===== src/rtl/tod_pkg.sv =====
package tod_pkg;
  localparam int unsigned ADDR_W   = 8;
  localparam int unsigned PERIOD_W = 10;
  localparam int unsigned SRC_W    = 2;
  // field positions inside the control word
  localparam int unsigned SRC_LSB  = 0;
  localparam int unsigned EN_BIT   = 2;
  localparam int unsigned PER_LSB  = 16;
  // register offsets
  localparam logic [ADDR_W-1:0] OFS_CTRL   = 8'h80;
  localparam logic [ADDR_W-1:0] OFS_CNT_LO = 8'h98;
  localparam logic [ADDR_W-1:0] OFS_CNT_HI = 8'h9C;
  localparam logic [ADDR_W-1:0] OFS_ADDEND = 8'hA0;
  localparam logic [ADDR_W-1:0] OFS_PRSC   = 8'hA8;

  typedef struct packed {
    logic [PERIOD_W-1:0] period;
    logic                enable;
    logic [SRC_W-1:0]    src;
  } tod_cfg_t;
endpackage


===== src/rtl/tod_regfile.sv =====
module tod_regfile
  import tod_pkg::*;
#(
  parameter int unsigned DATA_W   = 32,
  parameter int unsigned PRSC_W   = 16,
  parameter int unsigned PRSC_RST = 2
) (
  input  logic                clk,
  input  logic                rst_n,
  input  logic                wr,
  input  logic                rd,
  input  logic [ADDR_W-1:0]   addr,
  input  logic [DATA_W-1:0]   wdata,
  input  logic [2*DATA_W-1:0] cnt,
  output logic [DATA_W-1:0]   rdata,
  output tod_cfg_t            cfg,
  output logic [DATA_W-1:0]   addend,
  output logic [PRSC_W-1:0]   prsc,
  output logic                prsc_wr,
  output logic                load_en,
  output logic [2*DATA_W-1:0] load_val
);
  logic [DATA_W-1:0] pend_lo, shadow_hi, rd_mux;
  logic [PRSC_W-1:0] prsc_in;
  logic              wr_ctrl, wr_lo, wr_add, rd_lo;

  assign wr_ctrl  = wr && (addr == OFS_CTRL);
  assign wr_lo    = wr && (addr == OFS_CNT_LO);
  assign wr_add   = wr && (addr == OFS_ADDEND);
  assign prsc_wr  = wr && (addr == OFS_PRSC);
  assign load_en  = wr && (addr == OFS_CNT_HI);
  assign rd_lo    = rd && (addr == OFS_CNT_LO);
  assign load_val = {wdata, pend_lo};
  // an odd prescale value is rounded up to the next even one
  assign prsc_in  = wdata[PRSC_W-1:0] + PRSC_W'(wdata[0]);

  always_ff @(posedge clk) begin
    if (!rst_n) begin
      cfg       <= '0;
      addend    <= '0;
      prsc      <= PRSC_W'(PRSC_RST);
      pend_lo   <= '0;
      shadow_hi <= '0;
      rdata     <= '0;
    end else begin
      if (wr_ctrl) begin
        cfg.src    <= wdata[SRC_LSB +: SRC_W];
        cfg.enable <= wdata[EN_BIT];
        cfg.period <= wdata[PER_LSB +: PERIOD_W];
      end
      if (wr_add)  addend  <= wdata;
      if (prsc_wr) prsc    <= prsc_in;
      if (wr_lo)   pend_lo <= wdata;
      if (rd_lo)   shadow_hi <= cnt[2*DATA_W-1:DATA_W];
      if (rd)      rdata <= rd_mux;
    end
  end

  always_comb begin
    rd_mux = '0;
    unique case (addr)
      OFS_CTRL: begin
        rd_mux[SRC_LSB +: SRC_W]    = cfg.src;
        rd_mux[EN_BIT]              = cfg.enable;
        rd_mux[PER_LSB +: PERIOD_W] = cfg.period;
      end
      OFS_CNT_LO: rd_mux = cnt[DATA_W-1:0];
      OFS_CNT_HI: rd_mux = shadow_hi;
      OFS_ADDEND: rd_mux = addend;
      OFS_PRSC:   rd_mux = DATA_W'(prsc);
      default:    rd_mux = '0;
    endcase
  end
endmodule


===== src/rtl/tod_accum.sv =====
module tod_accum #(
  parameter int unsigned CNT_W    = 64,
  parameter int unsigned FRAC_W   = 32,
  parameter int unsigned PERIOD_W = 10
) (
  input  logic                clk,
  input  logic                rst_n,
  input  logic                tick,
  input  logic [PERIOD_W-1:0] period,
  input  logic [FRAC_W-1:0]   addend,
  input  logic                load_en,
  input  logic [CNT_W-1:0]    load_val,
  output logic [CNT_W-1:0]    cnt
);
  logic [FRAC_W-1:0] frac_q;
  logic [FRAC_W:0]   frac_sum;
  logic [CNT_W-1:0]  step;

  assign frac_sum = {1'b0, frac_q} + {1'b0, addend};
  assign step     = CNT_W'(period) + CNT_W'(frac_sum[FRAC_W]);

  always_ff @(posedge clk) begin
    if (!rst_n) begin
      cnt    <= '0;
      frac_q <= '0;
    end else if (load_en) begin
      cnt <= load_val;
    end else if (tick) begin
      cnt    <= cnt + step;
      frac_q <= frac_sum[FRAC_W-1:0];
    end
  end
endmodule


===== src/rtl/tod_clkdiv.sv =====
module tod_clkdiv #(
  parameter int unsigned PRSC_W = 16
) (
  input  logic              clk,
  input  logic              rst_n,
  input  logic              tick,
  input  logic [PRSC_W-1:0] prsc,
  input  logic              restart,
  output logic              gclk
);
  localparam int unsigned HALF_W = PRSC_W - 1;
  logic [HALF_W-1:0] half, half_eff, cnt_q;

  assign half     = prsc[PRSC_W-1:1];
  assign half_eff = (half == '0) ? HALF_W'(1) : half;

  always_ff @(posedge clk) begin
    if (!rst_n) begin
      cnt_q <= '0;
      gclk  <= 1'b0;
    end else if (restart) begin
      cnt_q <= '0;
    end else if (tick) begin
      if (cnt_q == half_eff - HALF_W'(1)) begin
        cnt_q <= '0;
        gclk  <= ~gclk;
      end else begin
        cnt_q <= cnt_q + HALF_W'(1);
      end
    end
  end
endmodule


===== src/rtl/tod_counter_top.sv =====
module tod_counter_top
  import tod_pkg::*;
#(
  parameter int unsigned NUM_SRC = 3,
  parameter int unsigned DATA_W  = 32,
  parameter int unsigned PRSC_W  = 16
) (
  input  logic                clk,
  input  logic                rst_n,
  input  logic [NUM_SRC-1:0]  ref_tick,
  input  logic                reg_wr,
  input  logic                reg_rd,
  input  logic [ADDR_W-1:0]   reg_addr,
  input  logic [DATA_W-1:0]   reg_wdata,
  output logic [DATA_W-1:0]   reg_rdata,
  output logic [2*DATA_W-1:0] tod_ns,
  output logic                gclk_out
);
  localparam int unsigned CNT_W = 2 * DATA_W;

  tod_cfg_t          cfg;
  logic [DATA_W-1:0] addend;
  logic [PRSC_W-1:0] prsc;
  logic              prsc_wr, load_en, src_tick, tmr_tick;
  logic [CNT_W-1:0]  load_val;

  always_comb begin
    src_tick = 1'b0;
    for (int i = 0; i < NUM_SRC; i++)
      if (cfg.src == SRC_W'(i)) src_tick = ref_tick[i];
  end
  assign tmr_tick = src_tick & cfg.enable;

  tod_regfile #(.DATA_W(DATA_W), .PRSC_W(PRSC_W), .PRSC_RST(2)) u_regs (
    .clk(clk), .rst_n(rst_n), .wr(reg_wr), .rd(reg_rd), .addr(reg_addr),
    .wdata(reg_wdata), .cnt(tod_ns), .rdata(reg_rdata), .cfg(cfg),
    .addend(addend), .prsc(prsc), .prsc_wr(prsc_wr), .load_en(load_en),
    .load_val(load_val)
  );

  tod_accum #(.CNT_W(CNT_W), .FRAC_W(DATA_W), .PERIOD_W(PERIOD_W)) u_accum (
    .clk(clk), .rst_n(rst_n), .tick(tmr_tick), .period(cfg.period),
    .addend(addend), .load_en(load_en), .load_val(load_val), .cnt(tod_ns)
  );

  tod_clkdiv #(.PRSC_W(PRSC_W)) u_div (
    .clk(clk), .rst_n(rst_n), .tick(tmr_tick), .prsc(prsc),
    .restart(prsc_wr), .gclk(gclk_out)
  );
endmodule


===== config.mk =====
export PLATFORM = sky130hd
export DESIGN_NAME = tod_counter_top
export DESIGN_NICKNAME = d
export VERILOG_FILES = /design/src/rtl/tod_pkg.sv /design/src/rtl/tod_regfile.sv /design/src/rtl/tod_accum.sv /design/src/rtl/tod_clkdiv.sv /design/src/rtl/tod_counter_top.sv
export SDC_FILE = /design/constraint.sdc
export NUM_CORES = 1
export LEC_CHECK = 0
export ABC_CLOCK_PERIOD_IN_PS = 4900
export CAP_MARGIN = 20
export CORE_MARGIN = 3
export CORE_UTILIZATION = 55
export CTS_BUF_LIST = sky130_fd_sc_hd__clkbuf_2 sky130_fd_sc_hd__clkbuf_4 sky130_fd_sc_hd__clkbuf_8
export DETAILED_ROUTE_END_ITERATION = 7
export DONT_BUFFER_PORTS = 1
export PLACE_DENSITY = 0.7
export RECOVER_POWER = 100
export SLEW_MARGIN = 40
export SYNTH_ARGS = -nofsm -noshare
export SYNTH_HDL_FRONTEND = slang
export SYNTH_HIERARCHICAL = 1
export SYNTH_SLANG_ARGS = --single-unit

===== constraint.sdc =====
create_clock -name clk -period 4.9 [get_ports clk]
set_input_delay 0.49 -clock clk [delete_from_list [all_inputs] [get_ports clk]]
set_output_delay 0.49 -clock clk [all_outputs]
set_load 0.005 [all_outputs]

## Word-level counts from Yosys, hierarchy flattened

Cells that the tools add are included.

| storage, ports and cells | value |
|---|---|
| bits of input ports | 47 |
| output and inout bits | 97 |
| register bits | 269 |

| cells by class | value |
|---|---|
| eq/ne operators | 8 |
| bitwise operators | 5 |
| mux-type cells | 11 |
| add/sub/neg operators | 6 |
| reduce and logical (&&, ||, !) cells | 12 |

Operators with widths:

| kind | count |
|---|---|
| $mux W64 | 2 |
| $add A64 B64 Y64 | 1 |
| $pmux W13 S4 | 1 |
| $eq A8 B8 Y1 const B | 5 |
| $pmux W10 S4 | 1 |
| $add A32 B32 Y33 | 1 |
| $mux W15 | 2 |
| $pmux W6 S3 | 1 |
| $add A16 B1 Y16 | 1 |
| $add A15 B1 Y15 const B | 1 |
| $eq A15 B15 Y1 | 1 |
| $logic_not A15 Y1 | 1 |
| $pmux W3 S5 | 1 |
| $sub A15 B1 Y15 const B | 1 |
| $add A10 B1 Y11 | 1 |
| $logic_and A1 B1 Y1 | 6 |
| $not A1 Y1 | 4 |
| $mux W1 | 3 |
| $reduce_and A3 Y1 | 1 |
| $eq A2 B1 Y1 const B | 1 |
| $eq A2 B2 Y1 const B | 1 |
| $logic_not A2 Y1 | 1 |
| $reduce_and A2 Y1 | 1 |
| $reduce_bool A2 Y1 | 1 |
| 2 further kinds | 2 |

## Longest topological paths before layout

Gate-level depths: netlist of run 1.

| depth | value |
|---|---|
| depth after elaboration | 7 |
| gate-level depth with buffers | 19 |
| depth with buffers taken out | 18 |

## By module

Netlist of run 1, hierarchy kept.

By module, submodules not included:

| module | cells each | times used | area an instance (um^2) |
|---|---|---|---|
| tod_accum | 922 | 1 | 7185.6 |
| tod_regfile | 828 | 1 | 7064.3 |
| tod_clkdiv | 156 | 1 | 1253.7 |
| tod_counter_top | 4 | 1 | 28.8 |

## Least setup slack after synthesis of run 1

OpenSTA, ideal clock, no wires.

| path | value |
|---|---|
| kind | register to register |
| from | register u_regs.addend[0] |
| to | register u_accum.cnt[55] |
| buffers on the path | 2 |
| stages on the path, launching flop included | 20 |
| data arrival time | 4.095 ns |
| required time | 4.774 ns |
| setup time | 0.126 ns |
| clock period less this slack | 4.221 ns |
| path slack | 0.679 ns |
| path through | dfxtp_1 ha_1 fa_1 a211oi_1 o21ai_1 o211ai_1 nand4b_1 a41oi_1 o221ai_1 a31oi_1 fa_1 nor2b_1 o21ai_0 a21oi_1 o311a_1 a31oi_2 buf_2 buf_4 o21ai_0 nor3b_1 |

| on the way | value |
|---|---|
| cells in the longest elaborated chain, start to end | 5 |

Ends and longest elaborated chain:

| what | line | RTL |
|---|---|---|
| start, declared | tod_regfile.sv:17 | `output logic [DATA_W-1:0] addend,` |
| start signal, assigned | tod_regfile.sv:51 | `if (wr_add) addend <= wdata;` |
| $add A32 B32 Y33 | tod_accum.sv:19 | `assign frac_sum = {1'b0, frac_q} + {1'b0, addend};` |
| $add A10 B1 Y11 | tod_accum.sv:20 | `assign step = CNT_W'(period) + CNT_W'(frac_sum[FRAC_W]);` |
| $add A64 B64 Y64 | tod_accum.sv:29 | `cnt <= cnt + step;` |
| $mux W64 | tod_accum.sv:28 | `end else if (tick) begin` |
| $mux W64 | tod_accum.sv:26 | `end else if (load_en) begin` |
| end signal, assigned | tod_accum.sv:27 | `cnt <= load_val;` |
| end signal, assigned | tod_accum.sv:29 |  |
| end, declared | tod_accum.sv:13 | `output logic [CNT_W-1:0] cnt` |

No other way between the ends. The select of a mux whose other input is x is not followed.
A chain may end at the register's enable or synchronous reset.

## Final worst setup path of run 1

| path | value |
|---|---|
| from | register u_regs.addend[12] |
| to | register u_accum.cnt[42] |

The elaborated chain is that of the path after synthesis.

==> flow_summary_export.csv, run 1 <==
group,metric,value,unit
critical_path,timing.critical_path.cells,"ha_1 > nand3_1 > o22ai_1 > o31ai_1 > nand4b_1 > a41oi_1 > o221ai_1 > a31oi_2 > fa_1 > fa_1 > nor2b_2 > o21ai_2 > a21oi_4 > o211ai_4 > buf_4 > a2111oi_2 > xnor2_1 > a21oi_1",
cts,htreeDepth,2,
run_status,violations,"capacitance limit, slew limit",
die,io-pin-count,144,
critical_path,cp_slowest_stage_delay,440,ps
synthesis,synth_area,15520,sq um
grt,grt_max_degree,204,
die,core,27330,sq um
critical_path,critPathCaptureType,"flip-flop",
critical_path,critPathTopFamily,"compound AO/OA/AOI/OAI gates",
grt,grt_pass1_vias,13380,
routing,routedWlPerCell,22.43,um
critical_path,worst-path-buf-inv,1,
routing,drt-vias-per-instance,6.498,
cts,cts_buffers,47,
routing,drtPass1Iterations,8,
critical_path,crit_path_top_delay_cell,"fa_1",
power,powerDensity,278.0,nW/um^2
cts,clock-sinks,268,
die,die_w,174.0,um
place,dp_hpwl,35050,um
place,gp_congestion,0.9752,
synthesis,synth_fp_nets,2002,
timing,drv_slew,123,
power,leakage,5.703,nW
grt,groute.layer.met3.usage,7.602,%
cts,clkTransAtPathRegs,60,ps
critical_path,cp_data_arrival_time,5040,ps
timing,finalSetupViolCount,0,
place,place_inst,2151,
critical_path,crit_start,"u_regs/addend[12]",
finish,drive_gt1_share,9.198,%
grt,busiest_layer,"met2",
finish,seq_area,5365,sq um
grt,grt_use_met2,49.71,%
cts,cts_root_buf,"clkbuf_8",
die,die_h,174.0,um
finish,final_area,16540,sq um
routing,via_count,14580,
cts,clkLatencyLatePin,570,ps
grt,grt_util_met1,42.82,%
place,pre_cts_ws,122.6,ps
critical_path,endpoint,"u_accum/cnt[42]",
timing,finalHoldViolCount,0,
routing,wirelength,50310,um
routing,drc_errors,0,
cts,cts_tree,"yes",
power,finalPower,4.597,mW
critical_path,timing.rr.start,"u_regs/addend[12]",
critical_path,regToRegSetupSlack,260,ps
synthesis,ys_warn_count,6,
grt,grt_pass1_wl,77090,um
synthesis,avgSynthCellArea,8.135,sq um
critical_path,r2r-end,"u_accum/cnt[42]",
critical_path,reg2regPathDepth,18,
critical_path,worstSetupPathDepth,18,
power,peakVddDrop,206.5,uV
routing,ant_nets,0,
finish,n_fill_cell,2513,
grt,overflow,0,
synthesis,synthCells,1908,
timing,period_share,94.64,%
hold_path,hp-class,"input pin to flip-flop",
die,dieArea,30270,sq um
timing,clock.fmax,0.2156,GHz
timing,hold_ws,31.35,ps
timing,fin_skew,27.88,ps
finish,multi_input_area,9251,sq um
timing,tns,0,ps
run,max-cap-violations,4,
timing,period_minus_slack,4637,ps
critical_path,startpoint_type,"flip-flop",
run_status,status,"complete, but fails checks",
finish,instances_no_fill,2243,
critical_path,cp_data_required_time,5300,ps
timing,fin_ws,262.6,ps
cts,clockBufferDepth,3,
place,portBuffers,0,
grt,track_usage,31.58,%
critical_path,crit_top_cell,"fa_1",
critical_path,path_max_fanout,7,
critical_path,worstSetupPathType,"flip-flop to flip-flop",
routing,first_iter_violations,1485,
die,rows,60,
grt,antenna_found_initial,0,
timing,tightest_slew,1880,ps
finish,utilization,60.52,%
finish,num-nets-final,1928,
timing,maxSlewHeadroom,-25.37,%
finish,area_growth,6.546,%
die,start_util,56.80,%
place,dpl_cell_area,15410,sq um
[report_power, final]
group / switching, mW / internal, mW / leakage (nW) / total (mW)
Combinational: 0.0468 / 0.0399 / 2.98 / 0.0867
Clock: 0.958 / 1.37 / 0.570 / 2.32
Sequential: 0.00439 / 2.18 / 2.16 / 2.19
Total: 1.01 / 3.59 / 5.70 / 4.60
[how the worst min path moves through the flow]
| stage | cells past startpoint | endpoint | from |
|---|---|---|---|
| final | 1 | u_regs/rdata[1] | reg_rd |
| after global routing | 1 | u_regs/rdata[1] | reg_rd |
| after CTS | 1 | u_regs/rdata[1] | reg_rd |
| after detailed placement | 2 | u_regs/pend_lo[17] | u_regs/pend_lo[17] |
| after global placement | 2 | u_regs/pend_lo[17] | u_regs/pend_lo[17] |
| after floorplan | 2 | u_accum/frac_q[11] | u_accum/frac_q[11] |
[cell usage in the layout, fill, tap and decap left out, types with 12 or more instances in the layout]
master	n
a211oi_1	21
a21boi_0	98
a21o_1	13
a21oi_1	97
a221oi_1	25
a31oi_1	22
and3_1	26
buf_4	26
clkbuf_8	62
dfxtp_1	268
ha_1	44
inv_1	35
mux2i_1	47
nand2_1	327
nand3_1	53
nand4_1	33
nor2_1	103
nor2b_1	22
nor3_1	30
o21ai_0	128
o22ai_1	12
o31ai_1	16
or3_1	13
or4_1	17
xnor2_1	53
xor2_1	33
[timing repair]
| item | CTS | global route |
|---|---|---|
| resized for setup | 0 | 12 |
| setup endpoints to repair | 0 | 36 |
| hold endpoints to repair | 2 | 0 |
| setup buffers | 0 | 3 |
| hold buffers | 2 | 0 |
[flip-flops by register name (all words and copies together), names as in the netlist]
name and flops:
u_regs/cfg 13, u_regs/pend_lo 32, u_div/gclk 1, u_regs/shadow_hi 32, u_div/cnt_q 15, u_regs/addend 32
u_accum/cnt 64, u_regs/prsc 15, u_accum/frac_q 32, u_regs/rdata 32
[final cells by class]
class	instances	area share (%)
inverter	35	0.7944
sequential	268	32.44
multi-input combinational	1449	55.94
tap	372	2.815
clock inverter	13	0.8625
antenna	1	0.01513
clock buffer	72	5.614
timing repair buffer	33	1.513
[worst register-to-register path, cell delays in order, from the launching register on]
cell and delay, ps:
dfxtp_1 350, ha_1 410, nand3_1 150, o22ai_1 310
o31ai_1 140, nand4b_1 120, a41oi_1 160, o221ai_1 240
a31oi_2 150, fa_1 440, fa_1 430, nor2b_2 180
o21ai_2 100, a21oi_4 270, o211ai_4 170, buf_4 220
a2111oi_2 390, xnor2_1 160, a21oi_1 80
[routing by layer]
layer  wire length (um)  vias to the layer above
li1                   -                     6720
met1              21060                     6960
met2              22220                      777
met3               5303                      118
met4               1726                        0
met5                  0                        -
Power figures use the tool's default switching activity.
==> inputs of run 2 (changes only) <==
- CORE_UTILIZATION: 55 -> 49
- CTS_CLUSTER_SIZE: unset -> 20
- GPL_TIMING_DRIVEN: unset -> 0
- PLACE_DENSITY: 0.7 -> unset
==> run 2 against run 1 <==
  * Sequential share of layout area is 1.2 points lower
  * Wire length is 19% higher
  * Non-clock buffer count is 126 higher
  * Cell area is 4.0% higher
  * Cell count is 6.6% higher
  * Utilization is 4.9 points lower
  * Worst setup slack worse by 140 ps
  * The flow still finishes with violations (capacitance limit, slew limit)
  * Combinational power is 100% higher
  * Global-route usage is 2.8 points higher
==> flow_summary_export.csv, run 2 (synthesis results as in run 1) <==
group,metric,value,unit
timing,clock.fmax,0.2093,GHz
die,start_util,50.21,%
critical_path,worstSetupPathType,"flip-flop to flip-flop",
place,dp_hpwl,45770,um
cts,clock-sinks,268,
cts,cts_tree,"yes",
timing,period_share,97.51,%
timing,fin_skew,50.79,ps
grt,antenna_found_initial,1,
grt,grt_pass1_wl,88160,um
routing,ant_nets,0,
routing,drtPass1Iterations,5,
timing,tightest_slew,1706,ps
run_status,status,"complete, but fails checks",
finish,final_common_cell,"nand2_1",
power,peakVddDrop,299.3,uV
die,die_h,184.0,um
grt,grt_max_degree,13,
timing,period_minus_slack,4778,ps
run,max-cap-violations,1,
finish,area_growth,10.76,%
critical_path,path_max_fanout,10,
routing,drt-vias-per-instance,6.318,
power,pwr-share-clk,49.8,%
power,combPwrFrac,3.7,%
finish,layout_common_cells,"nand2_1 (327), dfxtp_1 (268), o21ai_0 (127)",
routing,via_count,15100,
critical_path,critPathCaptureType,"flip-flop",
finish,regMostFlops,"u_accum/cnt",
power,leakage,5.968,nW
power,p_int,3.590,mW
routing,wirelength,59860,um
power,powerDensity,273.6,nW/um^2
cts,htreeDepth,2,
critical_path,startpoint_type,"flip-flop",
grt,grt_pass1_vias,14260,
place,gp_congestion,0.9535,
finish,largest_register_ff_count,64,
cts,clockBufferDepth,3,
place,portBuffers,0,
hold_path,hp-class,"input pin to flip-flop",
finish,drive_gt1_share,11.39,%
routing,drc_errors,0,
place,dpl_cell_area,16030,sq um
die,dieArea,33850,sq um
timing,drv_slew,10,
timing,finalHoldViolCount,0,
die,die_w,184.0,um
critical_path,cp_data_arrival_time,5310,ps
finish,num-nets-final,2055,
power,switching_share,23.67,%
routing,first_iter_violations,1627,
die,io-pin-count,144,
die,rows,64,
cts,clkLatencyLatePin,610,ps
power,p_sw,1.113,mW
finish,n_fill_cell,2994,
cts,cts_root_buf,"clkbuf_8",
timing,maxSlewHeadroom,-15.33,%
critical_path,cp_data_required_time,5430,ps
finish,final_area,17190,sq um
routing,routedWlPerCell,25.05,um
power,finalPower,4.704,mW
timing,finalSetupViolCount,0,
cts,clkTransAtPathRegs,70,ps
run_status,violations,"capacitance limit, slew limit",
power,power.share.sequential,46.5,%
cts,cts_buffers,49,
die,core,30910,sq um
grt,track_usage,34.42,%
grt,overflow,0,
run 2: path summary, 6_finish.rpt:
path                                         from            endpoint  slack (ps)  cells past startpoint
worst max-delay path             u_regs/addend[0]     u_accum/cnt[26]         120                     19
worst min-delay path                reg_wdata[10]  u_regs/pend_lo[10]          20                      2
worst max register to register   u_regs/addend[0]     u_accum/cnt[26]         120                     19
worst min register to register  u_accum/frac_q[6]   u_accum/frac_q[6]         460                      2
run 2: stage by stage:
| step | TNS, ps | cells | util, % | hold slack [ps] | worst slack, ps |
|---|---|---|---|---|---|
| after floorplan | 0 | 1908 | - | 429.1 | 678.8 |
| after global placement | -24570 | 2304 | 51.82 | 438.9 | -892.8 |
| after detailed placement | -27030 | 2304 | 51.86 | 446.2 | -939.0 |
| after CTS | 0 | 2390 | 55.53 | 2.392 | 6.419 |
| after global routing | -92.65 | 2390 | 55.62 | 19.93 | -25.05 |
| final | 0 | 2390 | 55.62 | 21.64 | 122.0 |
run 2: area by class of cell:
cell class / instances / area (sq um) / share of cell area [%]
multi-input combinational: 1448 / 9289 / 54.03
sequential: 268 / 5365 / 31.21
clock buffer: 74 / 918.4 / 5.342
buffer: 156 / 837.1 / 4.869
tap: 396 / 495.5 / 2.882
inverter: 35 / 131.4 / 0.7642
clock inverter: 9 / 127.6 / 0.7424
timing repair buffer: 3 / 25.02 / 0.1456
antenna: 1 / 2.502 / 0.01456
run 2: power by group through the flow:
stage | Sequential, mW | Combinational [mW] | Clock, mW
6_report | 2.19 | 0.176 | 2.34
2_1_floorplan | 2.23 | 0.115 | 0
3_3_place_gp | 2.23 | 0.171 | 0
3_5_place_dp | 2.23 | 0.171 | 0
4_1_cts | 2.19 | 0.172 | 2.37
5_1_grt | 2.19 | 0.184 | 2.47
run 2: metal layers:
layer / share of wire, % / routed length (um) / GRT usage, % / vias to the layer above
met5: 0 / 0 / 0 / -
met4: 3.3 / 1982 / 12.25 / 0
met2: 42 / 25320 / 51.21 / 781
met1: 42 / 25360 / 46.84 / 7234
met3: 12 / 7192 / 11.20 / 114
li1: - / - / - / 6970
run 2: critical path, cell delays in order, from the launching register on:
cell and delay [ps]:
dfxtp_1 330, ha_1 240, fa_2 390, a211oi_2 230
o21ai_2 130, o211ai_1 370, nand4b_1 230, a41oi_2 270
o221ai_2 140, a31oi_2 270, fa_2 290, fa_1 230
nor2b_2 70, o21ai_1 190, a21oi_2 130, o211ai_4 360
clkbuf_4 330, a211oi_2 100, mux2_2 320, nor2_1 90
run 2: repair_timing:
action | 4_1_cts | 5_1_grt
resized for setup | 16 | 17
endpoints found under the hold margin | 1 | 0
pin swaps | 4 | 6
hold buffers | 1 | 0
buffers inserted | 2 | 0
setup endpoints to repair | 53 | 48
